[config.mk]
export PLATFORM = sky130hd
export DESIGN_NAME = adc_read_ctrl
export DESIGN_NICKNAME = d
export VERILOG_FILES = /design/src/rtl/adc_rd_pkg.sv /design/src/rtl/adc_rd_sck_gen.sv /design/src/rtl/adc_rd_capture.sv /design/src/rtl/adc_read_ctrl.sv
export SDC_FILE = /design/constraint.sdc
export NUM_CORES = 1
export LEC_CHECK = 0
export BUFFER_PORTS_ARGS = -buffer_cell sky130_fd_sc_hd__buf_2
export CORE_MARGIN = 3
export CORE_UTILIZATION = 30
export CTS_CLUSTER_DIAMETER = 120
export DETAILED_ROUTE_END_ITERATION = 12
export GPL_TIMING_DRIVEN = 0
export MAX_ROUTING_LAYER = met4
export PLACE_DENSITY = 0.55
export RECOVER_POWER = 100
export SLEW_MARGIN = 40
export SYNTH_ARGS = -nofsm -noshare
export SYNTH_HDL_FRONTEND = slang
export SYNTH_SLANG_ARGS = --single-unit
[constraint.sdc]
create_clock -name clk -period 2.5 [get_ports clk]
set_clock_uncertainty 0.15 [all_clocks]
set_input_delay 0.5 -clock clk [delete_from_list [all_inputs] [get_ports clk]]
set_output_delay 0.5 -clock clk [all_outputs]
set_load 0.02 [all_outputs]
[src/rtl/adc_rd_pkg.sv]
// Shared definitions for the serial ADC read controller.
package adc_rd_pkg;

    // Serial clock behaviour during the acquisition stretch of a frame.
    typedef enum logic {
        SCK_HELD = 1'b0,   // clock rests high while select is high
        SCK_FREE = 1'b1    // clock keeps toggling, frames chained
    } sck_mode_e;

    // Number of serial half periods in one frame.
    function automatic int frame_halves(input int acq_per, input int conv_per);
        return 2 * (acq_per + conv_per);
    endfunction

endpackage

[src/rtl/adc_rd_sck_gen.sv]
// Frame sequencer: divides the system clock into serial half periods,
// walks a phase counter through one frame and drives select and serial
// clock from registers. Phases below 2*ACQ_PER are acquisition (select
// high), the rest conversion. Even phases drive the clock high, odd ones
// low. Assumes ACQ_PER >= 1 and CONV_PER >= 2.
module adc_rd_sck_gen
    import adc_rd_pkg::*;
#(
    parameter int HALF_DIV = 2,
    parameter int ACQ_PER  = 4,
    parameter int CONV_PER = 14
) (
    input  logic clk,
    input  logic rst_n,
    input  logic start_i,
    input  logic free_i,
    output logic busy_o,
    output logic cs_n_o,
    output logic sck_o,
    output logic smp_o,
    output logic last_o
);
    localparam int FRAME_H = frame_halves(ACQ_PER, CONV_PER);
    localparam int ACQ_H   = 2 * ACQ_PER;
    localparam int PH_W    = $clog2(FRAME_H);
    localparam int DIV_W   = (HALF_DIV > 1) ? $clog2(HALF_DIV) : 1;
    localparam logic [DIV_W-1:0] DIV_LAST = DIV_W'(HALF_DIV - 1);
    localparam logic [PH_W-1:0]  PH_LAST  = PH_W'(FRAME_H - 1);
    localparam logic [PH_W-1:0]  PH_CS    = PH_W'(ACQ_H);

    logic [DIV_W-1:0] div_q;
    logic [PH_W-1:0]  ph_q, ph_d;
    logic             busy_q, busy_d;
    sck_mode_e        mode_q, mode_d;
    logic             cs_n_q, cs_n_d;
    logic             sck_q, sck_d;
    logic             tick, at_end;

    assign tick   = busy_q && (div_q == DIV_LAST);
    assign at_end = (ph_q == PH_LAST);

    // Next frame state: launch from idle, advance on each half-period tick.
    always_comb begin
        busy_d = busy_q;
        ph_d   = ph_q;
        mode_d = mode_q;
        if (!busy_q) begin
            if (start_i || free_i) begin
                busy_d = 1'b1;
                ph_d   = '0;
                mode_d = free_i ? SCK_FREE : SCK_HELD;
            end
        end else if (tick) begin
            if (at_end) begin
                if (free_i) begin
                    ph_d   = '0;
                    mode_d = SCK_FREE;
                end else begin
                    busy_d = 1'b0;
                end
            end else begin
                ph_d = ph_q + 1'b1;
            end
        end
    end

    // Pin levels for the next phase, so the pads come straight from flops.
    always_comb begin
        cs_n_d = !(busy_d && (ph_d >= PH_CS));
        sck_d  = !busy_d || !ph_d[0] || ((ph_d < PH_CS) && (mode_d == SCK_HELD));
    end

    // State and pad registers.
    always_ff @(posedge clk) begin
        if (!rst_n) begin
            busy_q <= 1'b0;
            ph_q   <= '0;
            div_q  <= '0;
            mode_q <= SCK_HELD;
            cs_n_q <= 1'b1;
            sck_q  <= 1'b1;
        end else begin
            busy_q <= busy_d;
            ph_q   <= ph_d;
            mode_q <= mode_d;
            cs_n_q <= cs_n_d;
            sck_q  <= sck_d;
            div_q  <= (!busy_q || tick) ? '0 : div_q + 1'b1;
        end
    end

    // Capture at the end of the first select-low half and of every low half.
    assign smp_o  = tick && (ph_q >= PH_CS) && ((ph_q == PH_CS) || ph_q[0]);
    assign last_o = tick && at_end;
    assign busy_o = busy_q;
    assign cs_n_o = cs_n_q;
    assign sck_o  = sck_q;

    AST_CS_FALL_SCK_HIGH: assert property (@(posedge clk) disable iff (!rst_n)
        $fell(cs_n_q) |-> sck_q);
    AST_ACQ_SCK_HELD: assert property (@(posedge clk) disable iff (!rst_n)
        (mode_q == SCK_HELD && cs_n_q) |-> sck_q);
    AST_CS_RISE_AFTER_LOW: assert property (@(posedge clk) disable iff (!rst_n)
        $rose(cs_n_q) |-> $past(!sck_q));
    AST_IDLE_LINES: assert property (@(posedge clk) disable iff (!rst_n)
        (!busy_q && !$past(busy_q)) |-> (cs_n_q && sck_q));

endmodule

[src/rtl/adc_rd_capture.sv]
// Bit capture and framing check: shifts in one bit per sample strobe and,
// on the final strobe of a frame, publishes the data word, the framing
// verdict and the stale marker. Assumes the sequencer gives exactly
// LEAD + DATA_W + 1 strobes per frame, the last one flagged.
module adc_rd_capture #(
    parameter int DATA_W = 12,
    parameter int LEAD   = 2
) (
    input  logic              clk,
    input  logic              rst_n,
    input  logic              sdo_i,
    input  logic              smp_i,
    input  logic              last_i,
    output logic [DATA_W-1:0] data_o,
    output logic              valid_o,
    output logic              stale_o,
    output logic              err_o
);
    localparam int SMP   = LEAD + DATA_W + 1;
    localparam int CNT_W = $clog2(SMP + 1);
    localparam logic [CNT_W-1:0] CNT_LAST = CNT_W'(SMP - 1);

    logic [SMP-2:0]   sh_q;
    logic [CNT_W-1:0] cnt_q;
    logic             seen_q;

    // Shift register and per-frame bit counter.
    always_ff @(posedge clk) begin
        if (!rst_n) begin
            sh_q  <= '0;
            cnt_q <= '0;
        end else if (smp_i) begin
            sh_q  <= {sh_q[SMP-3:0], sdo_i};
            cnt_q <= last_i ? '0 : cnt_q + 1'b1;
        end
    end

    // Result publication on the final strobe of a frame.
    always_ff @(posedge clk) begin
        if (!rst_n) begin
            data_o  <= '0;
            valid_o <= 1'b0;
            stale_o <= 1'b0;
            err_o   <= 1'b0;
            seen_q  <= 1'b0;
        end else begin
            valid_o <= last_i;
            stale_o <= last_i && !seen_q;
            if (last_i) begin
                data_o <= sh_q[DATA_W-1:0];
                err_o  <= (|sh_q[SMP-2:DATA_W]) | sdo_i;
                seen_q <= 1'b1;
            end
        end
    end

    AST_LAST_ON_FINAL_BIT: assert property (@(posedge clk) disable iff (!rst_n)
        last_i |-> (smp_i && cnt_q == CNT_LAST));
    AST_VALID_PULSE: assert property (@(posedge clk) disable iff (!rst_n)
        valid_o |=> !valid_o);
    AST_STALE_WITH_VALID: assert property (@(posedge clk) disable iff (!rst_n)
        stale_o |-> valid_o);
    AST_ERR_ON_VALID: assert property (@(posedge clk) disable iff (!rst_n)
        !$stable(err_o) |-> valid_o);
    AST_RESULT_HELD: assert property (@(posedge clk) disable iff (!rst_n)
        !valid_o |-> $stable(data_o));

endmodule

[src/rtl/adc_read_ctrl.sv]
// Top of the serial ADC read controller: joins the frame sequencer to the
// bit capture. The converter's data line is taken directly. It is assumed
// to be stable for a full half period before each capture edge.
module adc_read_ctrl #(
    parameter int HALF_DIV    = 2,
    parameter int DATA_W      = 12,
    parameter int LEAD_ZEROS  = 2,
    parameter int ACQ_PERIODS = 4
) (
    input  logic              clk,
    input  logic              rst_n,
    input  logic              req_i,
    input  logic              free_run_i,
    input  logic              adc_sdo_i,
    output logic              adc_cs_n_o,
    output logic              adc_sck_o,
    output logic              busy_o,
    output logic [DATA_W-1:0] result_o,
    output logic              result_valid_o,
    output logic              result_stale_o,
    output logic              frame_err_o
);
    localparam int CONV_PERIODS = LEAD_ZEROS + DATA_W;

    logic smp, last;

    adc_rd_sck_gen #(
        .HALF_DIV (HALF_DIV),
        .ACQ_PER  (ACQ_PERIODS),
        .CONV_PER (CONV_PERIODS)
    ) u_sck_gen (
        .clk     (clk),
        .rst_n   (rst_n),
        .start_i (req_i),
        .free_i  (free_run_i),
        .busy_o  (busy_o),
        .cs_n_o  (adc_cs_n_o),
        .sck_o   (adc_sck_o),
        .smp_o   (smp),
        .last_o  (last)
    );

    adc_rd_capture #(
        .DATA_W (DATA_W),
        .LEAD   (LEAD_ZEROS)
    ) u_capture (
        .clk     (clk),
        .rst_n   (rst_n),
        .sdo_i   (adc_sdo_i),
        .smp_i   (smp),
        .last_i  (last),
        .data_o  (result_o),
        .valid_o (result_valid_o),
        .stale_o (result_stale_o),
        .err_o   (frame_err_o)
    );

endmodule

==> Yosys cells after proc, flatten, opt, wreduce, memory -nomap -nowiden <==
Index checks and enable logic that the tools add are counted.
{ "classes": {"addsub": 2, "n_lt_le_gt_ge": 3, "eq_ne": 2, "mux": 15, "bitwise": 3, "reduce_logical": 19} }
{ "op_table": {"columns": ["operator", "count"], "rows": [
  ["two-way mux 6 bit", 5],
  [">= comparator 6 x 4 -> 1 bit (second input constant)", 2],
  ["two-way mux 1 bit", 10],
  ["logical AND 1 bit", 7],
  ["adder 6 x 1 -> 6 bit (second input constant)", 1],
  ["== test 6 x 4 -> 1 bit (second input constant)", 1],
  ["== test 6 bit (second input constant)", 1],
  ["< comparator 6 x 4 -> 1 bit (second input constant)", 1],
  ["logical NOT 1 bit", 5],
  ["logical OR 1 bit", 5],
  ["OR reduction 2 bit", 2],
  ["NOT 1 bit", 2],
  ["adder 1 bit (second input constant)", 1],
  ["bitwise OR 1 bit", 1]
]} }
{ "totals": {"regBits": 41} }

==> Longest topological paths before layout <==
Gate-level depths: netlist of the first run.
{ "logic_depth": {"depth_word": 7, "depth_mapped": 7, "mapped_depth_nobuf": 6} }

==> Cells and area by module <==
A second synthesis of the first run with hierarchy kept.
{ "hier_totals": {"hier_cells": 175, "area_unflattened_um2": 1774.2} }
{ "by_module_without_submodules": {"columns": ["module", "n_inst", "cells_each", "area_each_um2", "seq_area_each_um2"], "rows": [
  ["adc_rd_capture", 1, 95, 1139.8, 600.6],
  ["adc_rd_sck_gen", 1, 80, 634.4, 220.2]
]} }

==> Worst setup path after synthesis of the first run <==
No wires, ideal clock.
{ "synth_timing": {"path_type": "register to register", "start": "reg u_sck_gen.ph_q[0]", "end": "reg u_capture.sh_q[10]", "arrival_time_ns": 1.618, "required_ns": 2.234, "setup_slack_ns": 0.616, "stages_incl_launch_ff": 8, "path_buffers": 1, "path_cell_list": "dfxtp_1 inv_1 ha_1 nor4b_1 o221ai_2 buf_4 mux2i_1 nor2b_1"} }
{ "synth_via": {"elab_chain_len": 3} }
{ "synth_lines": {"columns": ["item", "line_no", "source"], "rows": [
  ["from (decl)", "adc_rd_sck_gen.sv:32", "logic [PH_W-1:0] ph_q, ph_d;"],
  ["from (signal assigned)", "adc_rd_sck_gen.sv:84", "ph_q <= ph_d;"],
  [">= comparator 6 x 4 -> 1 bit or == test 6 x 4 -> 1 bit (tied branches)", "adc_rd_sck_gen.sv:93", "assign smp_o = tick && (ph_q >= PH_CS) && ((ph_q == PH_CS) || ph_q[0]);"],
  ["logical AND 1 bit or logical OR 1 bit (tied branches)", "adc_rd_sck_gen.sv:93", null],
  ["logical AND 1 bit (*)", "adc_rd_sck_gen.sv:93", null],
  ["to (signal assigned)", "adc_rd_capture.sv:33", "sh_q <= {sh_q[SMP-3:0], sdo_i};"],
  ["to (decl)", "adc_rd_capture.sv:23", "logic [SMP-2:0] sh_q;"]
]} }
Mark *: on every way between the ends. The rest lies on a longest branch, timed or not.
A chain may end at the register's enable or synchronous reset.

==> Worst setup path after layout of the first run <==
{ "layout_timing": {"start": "reg u_sck_gen.ph_q[2]", "end": "reg u_sck_gen.sck_q (netlist: u_sck_gen.sck_o)"} }
{ "layout_via": {"elab_chain_len": 7} }
{ "layout_lines": {"columns": ["item", "line_no", "source"], "rows": [
  ["adder 6 x 1 -> 6 bit (tied with other cells)", "adc_rd_sck_gen.sv:62", "ph_d = ph_q + 1'b1;"],
  ["two-way mux 6 bit or two-way mux 1 bit (tied branches)", "adc_rd_sck_gen.sv:54", "if (at_end) begin"],
  ["two-way mux 6 bit or two-way mux 1 bit (tied branches)", "adc_rd_sck_gen.sv:53", "end else if (tick) begin"],
  ["two-way mux 6 bit or two-way mux 1 bit (tied branches)", "adc_rd_sck_gen.sv:47", "if (!busy_q) begin"],
  ["< comparator 6 x 4 -> 1 bit (tied with other cells)", "adc_rd_sck_gen.sv:70", "sck_d = !busy_d || !ph_d[0] || ((ph_d < PH_CS) && (mode_d == SCK_HELD));"],
  ["logical AND 1 bit or logical OR 1 bit (tied branches)", "adc_rd_sck_gen.sv:70", null],
  ["logical OR 1 bit (*)", "adc_rd_sck_gen.sv:70", null],
  ["to (signal assigned)", "adc_rd_sck_gen.sv:87", "sck_q <= sck_d;"],
  ["to (decl)", "adc_rd_sck_gen.sv:36", "logic sck_q, sck_d;"]
]} }
Marked as above.

==> results by group, run 1 <==
Clocking
  • CTS H-tree depth: 2
  • Clk slew on worst S/H paths: 0.08 ns
  • CTS resizes: 0
  • CTS tree: yes
  • Max clock buf depth: 2
  • Cts hold-fix bufs: 0
  • Clk_lat worst skew: 0.29 ns
  • CTS Sinks: 41
  • Total setup buffers inserted after CTS: 0
  • Num CTS Buffers: 5
  • Root buffer cell: clkbuf_8

Yosys
  • Async S/R FF share, synth: 0%
  • Post-synthesis register bit count: 41
  • Mapped Area: 1750 µm²
  • Mapped Avg Cell Area: 9.66 µm²
  • Syn nets: 188
  • Number of flops mapped to enable cells by yosys: 0
  • Most used DFF post-synth: dfxtp_1
  • Synth cell types: 43
  • Synthesis Warnings: 0
  • Cells after Synth: 181
  • Seq/Total Area, Yosys: 47.0%

Timing
  • Rel. slew slack: 67.4%
  • Slew Viols, Final: 0
  • Final setup viols: 0
  • Max Clock Freq: 464 MHz
  • Setup_tns: 0 ns
  • Slew @ Worst Pin: 0.488 ns
  • Post-route minimum period: 2.16 ns
  • Final period util: 86.2%
  • Hold Vio Cnt, Final: 0
  • RSZ-0062 raised after global routing: no

Detailed routing
  • Mean routed wirelength per cell: 12.4 µm
  • First-pass iteration count of the detailed router: 4
  • Final wirelength: 3.49 mm
  • Post-route DRC: 0
  • Vias per cell: 4.55
  • Detailed Route Iter0 Violations: 90
  • Via count: 1,282
  • Antenna-violating nets left: 0

Setup path
  • Crit. End Element: flop
  • Slowest library cell on the worst path: or4b_4
  • WS Path Type: reg -> reg
  • RR Endpoint: u_sck_gen.sck_o
  • Crit path required time: 2.56 ns
  • Max stage delay on crit path: 0.59 ns
  • Worst r2r path cells: 5
  • Setup slack, reg-to-reg: 0.34 ns
  • Worst Path Arrival: 2.21 ns
  • CP Cell Sequence: or4b_4, nor2_1, nand2_4, a41o_1, o31ai_1
  • Worst R2R Start: u_sck_gen.ph_q[2]
  • Worst setup SP type: flop
  • Crit-path max FO: 7

GRT
  • Largest net degree at the start of global routing: 15
  • Most Used Layer, Global Route: met2
  • M1 GR Usage: 15.5%
  • Met2 GRT Util: 17.2%
  • Met3 Usage GRT: 3.69%
  • First-pass GRT wire length: 5.82 mm
  • Gr ovfl total: 0
  • Number of global-route vias before repair: 1,220
  • Total track usage: 11.8%
  • Initial antenna violation count: 0

Hold path
  • Worst hold path class: reg -> reg
  • Hold endpoint: u_capture.stale_o
  • Worst Hold Depth: 1
  • Hold path start: u_capture.seen_q

Finish
  • Final Instance Area: 2020 µm²
  • Commonest non-fill, non-tap cell in the layout: dfxtp_1
  • Area growth from synthesis to layout: 15.5%
  • Layout cells sized above 1: 11.4%
  • Nets: 216
  • N_diodes: 0
  • Commonest cells after routing, fill and taps aside: dfxtp_1 (41), nand2_1 (29), clkbuf_1 (22), nor2b_1 (18), mux2i_1 (14)

Outcome
  • Status: finished, final reports clean

Placed design
  • Detailed placer's ending HPWL: 2.45 mm
  • Routability congestion estimate: 0.769
  • Port Buffers: 21
  • Area after DPL: 1940 µm²

Floorplanning
  • Total die area: 6780 µm²
  • Core Region: 5570 µm²
  • Die height: 82.3 µm
  • Placement Rows: 27
  • I/O Pins: 23
  • Chip width: 82.3 µm
  • Starting density of the core: 31.4%

Pwr
  • Lkg Pwr: 0.000816 µW
  • Power Density: 617 nW/µm²
  • Worst VDD drop: 0.214 mV

Job
  • Max cap viols: 0
==> how the worst max path moves through the flow <==
stage	start	endpoint	slack [ns]	cells past startpoint
2_1_floorplan	u_sck_gen.ph_q[0]	u_capture.sh_q[10]	0.62	7
3_3_place_gp	u_sck_gen.ph_q[0]	u_capture.sh_q[6]	0.35	7
3_5_place_dp	u_sck_gen.ph_q[0]	u_capture.sh_q[11]	0.36	7
4_1_cts	u_sck_gen.ph_q[0]	u_capture.sh_q[11]	0.34	7
5_1_grt	u_sck_gen.ph_q[0]	u_capture.sh_q[4]	0.16	7
6_report	u_sck_gen.ph_q[2]	u_sck_gen.sck_o	0.34	5
==> cell type report <==
cell class / count / area [µm²]
Inverter: 5 / 18.8
Clock inverter: 3 / 46.3
Fill cell: 579 / 3550
Sequential cell: 41 / 821
Multi-Input combinational cell: 126 / 832
Buffer: 9 / 60.1
Tap cell: 72 / 90.1
Clock buffer: 5 / 68.8
Timing Repair Buffer: 21 / 82.6
==> power breakdown <==
part	leakage, µW	switching (µW)	internal (µW)
clock network	0.0000543	242	299
logic	0.000430	25.0	18.9
registers	0.000331	4.91	656
total	0.000816	272	974
==> logic make-up (layout without fill, tap and decap cells) <==
logic type,Yosys count,in the layout,share of synthesized area (%)
simple gates,79,79,25.1
flops,41,41,47.0
compound gates,29,29,13.0
mux,14,14,8.02
buf+inv,14,43,4.51
fa+ha+maj,2,2,1.43
xor+xnor,2,2,1.00
==> worst max-delay path: cells and delay by family (launching register included) <==
family / cells / cell delay (ns)
and+or+nand+nor: 3 / 1.03
AOI/OAI and AO/OA: 2 / 0.51
DFF: 1 / 0.37
==> metrics by stage <==
| stage | worst slack, ns | instances | hold WS (ns) | power [µW] | util, % |
|---|---|---|---|---|---|
| floorplan | 0.616 | 181 | 0.242 | 707 | - |
| global placement | 0.354 | 274 | 0.254 | 722 | 34.9 |
| detailed placement | 0.363 | 274 | 0.256 | 722 | 34.9 |
| CTS | 0.344 | 282 | 0.267 | 1270 | 36.9 |
| global route | 0.164 | 282 | 0.291 | 1300 | 36.2 |
| finish | 0.345 | 282 | 0.263 | 1250 | 36.2 |
==> metal layers <==
metal | wire (µm) | share of wire, %
met2 | 1490 | 43
met5 | 0 | 0
met4 | 27 | 0.77
met3 | 175 | 5.0
met1 | 1800 | 51
==> state kept, by name, summed over array words and instances (netlist names) <==
| name | cells |
|---|---|
| u_capture.data_o | 12 |
| u_capture.err_o | 1 |
| u_capture.seen_q | 1 |
| u_capture.sh_q | 14 |
| u_capture.stale_o | 1 |
| u_capture.valid_o | 1 |
| u_sck_gen.busy_o | 1 |
| u_sck_gen.cs_n_o | 1 |
| u_sck_gen.div_q | 1 |
| u_sck_gen.mode_q | 1 |
| u_sck_gen.ph_q | 6 |
| u_sck_gen.sck_o | 1 |
==> cell usage after synthesis, types with 2 or more instances <==
| master | n | area share [%] |
|---|---|---|
| clkbuf_1 | 4 | 0.86 |
| ha_1 | 2 | 1.4 |
| nand3_1 | 4 | 1.1 |
| nor2b_1 | 18 | 6.4 |
| nor3_1 | 3 | 0.86 |
| a21boi_0 | 12 | 5.2 |
| xnor2_1 | 2 | 1.0 |
| and2_1 | 4 | 1.4 |
| mux2i_1 | 14 | 8.0 |
| o21ai_0 | 2 | 0.57 |
| inv_1 | 5 | 1.1 |
| buf_4 | 3 | 1.3 |
| nand2_1 | 29 | 6.2 |
| o21a_1 | 3 | 1.3 |
| a21oi_1 | 2 | 0.57 |
| or2_2 | 2 | 0.72 |
| dfxtp_1 | 41 | 47 |
| nor2_1 | 6 | 1.3 |
No activity file was read; power rests on OpenSTA's default activity.
==> run 2, diff against run 1 <==
--- a/config.mk
+++ b/config.mk
@@ -5,6 +5,7 @@
 export SDC_FILE = /design/constraint.sdc
 export NUM_CORES = 1
 export LEC_CHECK = 0
+export ABC_AREA = 1
 export BUFFER_PORTS_ARGS = -buffer_cell sky130_fd_sc_hd__buf_2
 export CORE_MARGIN = 3
 export CORE_UTILIZATION = 30
@@ -12,7 +13,6 @@
 export DETAILED_ROUTE_END_ITERATION = 12
 export GPL_TIMING_DRIVEN = 0
 export MAX_ROUTING_LAYER = met4
-export PLACE_DENSITY = 0.55
 export RECOVER_POWER = 100
 export SLEW_MARGIN = 40
 export SYNTH_ARGS = -nofsm -noshare
==> run 2 against run 1 <==
Compared with the run above:
- global-route usage is 1.5 points higher
- clock power decreased by 1%
- sequential share of layout area up 0.54 points
- flip-flop and latch count did not move
- die area shrank 0.19%
- utilization fell by 0.47 points
- routed wire length is 6.5% higher
- synthesized cell count is 24% higher
- sequential power is essentially flat
- worst hold slack improved by 0.029 ns
==> results by group, run 2 <==
Outcome
  • Status: finished, final reports clean

Yosys
  • Mapped Avg Cell Area: 7.79 µm²
  • Cell accounting for the most synthesized area: dfxtp_1
  • Syn nets: 231
  • Synth cell types: 29
  • Most used DFF post-synth: dfxtp_1
  • Count leader, synth: nor2_1
  • Seq/Total Area, Yosys: 47.1%
  • Synth top area share: 47.1%
  • Mapped Area: 1740 µm²
  • Most instantiated cells after synthesis: nor2_1 (63), dfxtp_1 (41), nand2_1 (25)
  • Async S/R FF share, synth: 0%
  • Number of flops mapped to enable cells by yosys: 0
  • Top cells by area, synth: dfxtp_1 (47%), nor2_1 (14%), o21ai_1 (5.5%), nand2_1 (5.4%), o21ai_0 (3.4%)
  • Post-synthesis register bit count: 41
  • Synthesis Warnings: 0
  • Cells after Synth: 224

Setup path
  • WS Path Type: reg -> reg
  • Crit-path max FO: 10
  • Crit. End Element: flop
  • Worst setup SP type: flop
  • Crit path required time: 2.54 ns
  • Setup slack, reg-to-reg: 0.56 ns
  • Worst Path Arrival: 1.99 ns

Clocking
  • CTS H-tree depth: 2
  • Clk_lat worst skew: 0.30 ns
  • CTS resizes: 0
  • Max clock buf depth: 2
  • Num CTS Buffers: 5
  • Root buffer cell: clkbuf_8
  • Cts hold-fix bufs: 0
  • Clk slew on worst S/H paths: 0.08 ns
  • Total setup buffers inserted after CTS: 0
  • CTS Sinks: 41
  • CTS tree: yes

Pwr
  • Worst VDD drop: 0.274 mV
  • Lkg Pwr: 0.000766 µW
  • Sw power: 275 µW
  • Power share of the clock group: 42.8%
  • Power Density: 626 nW/µm²
  • Power Total: 1250 µW
  • Flop pwr share: 52.8%
  • Pint: 974 µW
  • Net Sw Frac: 22.0%
  • Combinational share of power: 4.4%

Placed design
  • Detailed placer's ending HPWL: 2.67 mm
  • Routability congestion estimate: 0.835
  • Port Buffers: 22

Floorplanning
  • Chip width: 82.3 µm
  • Core Region: 5570 µm²
  • Total die area: 6770 µm²
  • I/O Pins: 23
  • Placement Rows: 27
  • Die height: 82.3 µm
  • Starting density of the core: 31.3%

Timing
  • Rel. slew slack: 66.5%
  • Final setup viols: 0
  • Slew Viols, Final: 0
  • Setup_tns: 0 ns
  • Post-route minimum period: 1.94 ns
  • RSZ-0062 raised after global routing: no
  • Final period util: 77.7%
  • Slew @ Worst Pin: 0.503 ns
  • Hold Vio Cnt, Final: 0
  • Max Clock Freq: 515 MHz

Finish
  • Commonest cells after routing, fill and taps aside: nor2_1 (64), dfxtp_1 (41), nand2_1 (27), clkbuf_1 (24), o21ai_0 (18)
  • Largest registers: u_capture.sh_q (14), u_capture.data_o (12), u_sck_gen.ph_q (6)
  • Max reg flops: 14
  • Layout cells sized above 1: 12.2%
  • Fillcell total: 620
  • Commonest non-fill, non-tap cell in the layout: nor2_1
  • Top reg by flops: u_capture.sh_q
  • N_diodes: 0
  • Area growth from synthesis to layout: 14.3%
  • Nets: 260

GRT
  • Initial antenna violation count: 0
  • Total track usage: 13.3%
  • Largest net degree at the start of global routing: 14
  • Number of global-route vias before repair: 1,496
  • First-pass GRT wire length: 6.64 mm
  • Gr ovfl total: 0

Detailed routing
  • Vias per cell: 4.48
  • Mean routed wirelength per cell: 11.4 µm
  • Detailed Route Iter0 Violations: 105
  • Post-route DRC: 0
  • Final wirelength: 3.72 mm
  • Via count: 1,461
  • Antenna-violating nets left: 0
  • First-pass iteration count of the detailed router: 4

Job
  • Max cap viols: 0

Hold path
  • Worst hold path class: reg -> reg
## run 2: cell types whose count changed in the layout (fill, tap and decap cells not counted), sizes merged, moves of 10 or more
cell / before / now
o21ai: 2 / 32
mux2i: 14 / 0
nor2b: 18 / 0
nor2: 7 / 66
inv: 5 / 15
a21boi: 13 / 1
## run 2: logic make-up (layout without fill, tap and decap cells)
logic type | count (synthesis) | after routing | synth area share [%]
buf+inv | 25 | 55 | 8.68
simple gates | 112 | 112 | 28.6
flops | 41 | 41 | 47.1
compound gates | 44 | 44 | 14.2
fa+ha+maj | 2 | 2 | 1.43
## run 2: layout make-up
type	count	area [µm²]	area share [%]
Sequential cell	41	821	41.2
Multi-Input combinational cell	158	739	37.1
Tap cell	72	90.1	4.52
Timing Repair Buffer	22	87.6	4.39
Clock buffer	6	72.6	3.64
Inverter	16	72.6	3.64
Buffer	9	71.3	3.58
Clock inverter	2	38.8	1.95
## run 2: power by group through the flow
| stage | Combinational, µW | Sequential, µW | Clock, µW |
|---|---|---|---|
| final | 54.8 | 659 | 534 |
| after global routing | 64.1 | 660 | 582 |
| after CTS | 59.5 | 659 | 559 |
| after detailed placement | 59.2 | 675 | 0 |
| after global placement | 58.8 | 675 | 0 |
| after floorplan | 40.3 | 676 | 0 |
## run 2: worst paths after layout
path,start,endpoint,cells past startpoint
hold / removal,u_capture.seen_q,u_capture.stale_o,1
hold reg to reg,u_capture.seen_q,u_capture.stale_o,1
setup / recovery,u_sck_gen.busy_o,u_capture.data_o[10],7
setup reg to reg,u_sck_gen.busy_o,u_capture.data_o[10],7
## run 2: worst max-delay path, stage by stage (launching register included)
cell and delay, ns:
dfxtp_1 0.33, clkbuf_1 0.40, nand2_4 0.17, clkinv_4 0.11, nand2_1 0.22, buf_6 0.23
o21ai_0 0.16, nor2_1 0.05
## run 2: metrics by stage
| stage | utilization (%) | hold slack (ns) | cell area (µm²) | std cells | worst slack (ns) |
|---|---|---|---|---|---|
| 3_3_place_gp | 34.9 | 0.276 | 1940 | 318 | 0.710 |
| 3_5_place_dp | 34.9 | 0.287 | 1940 | 318 | 0.670 |
| 4_1_cts | 36.9 | 0.295 | 2060 | 326 | 0.803 |
| 5_1_grt | 35.8 | 0.308 | 1990 | 326 | 0.340 |
| 6_report | 35.8 | 0.292 | 1990 | 326 | 0.557 |
| 2_1_floorplan | - | 0.260 | 1740 | 224 | 0.994 |
## run 2: metal layers
layer / wire length [µm] / GRT usage (%)
met5: 0 / -
met4: 68 / 6.64
met3: 171 / 2.93
met2: 1700 / 21.0
met1: 1780 / 15.8
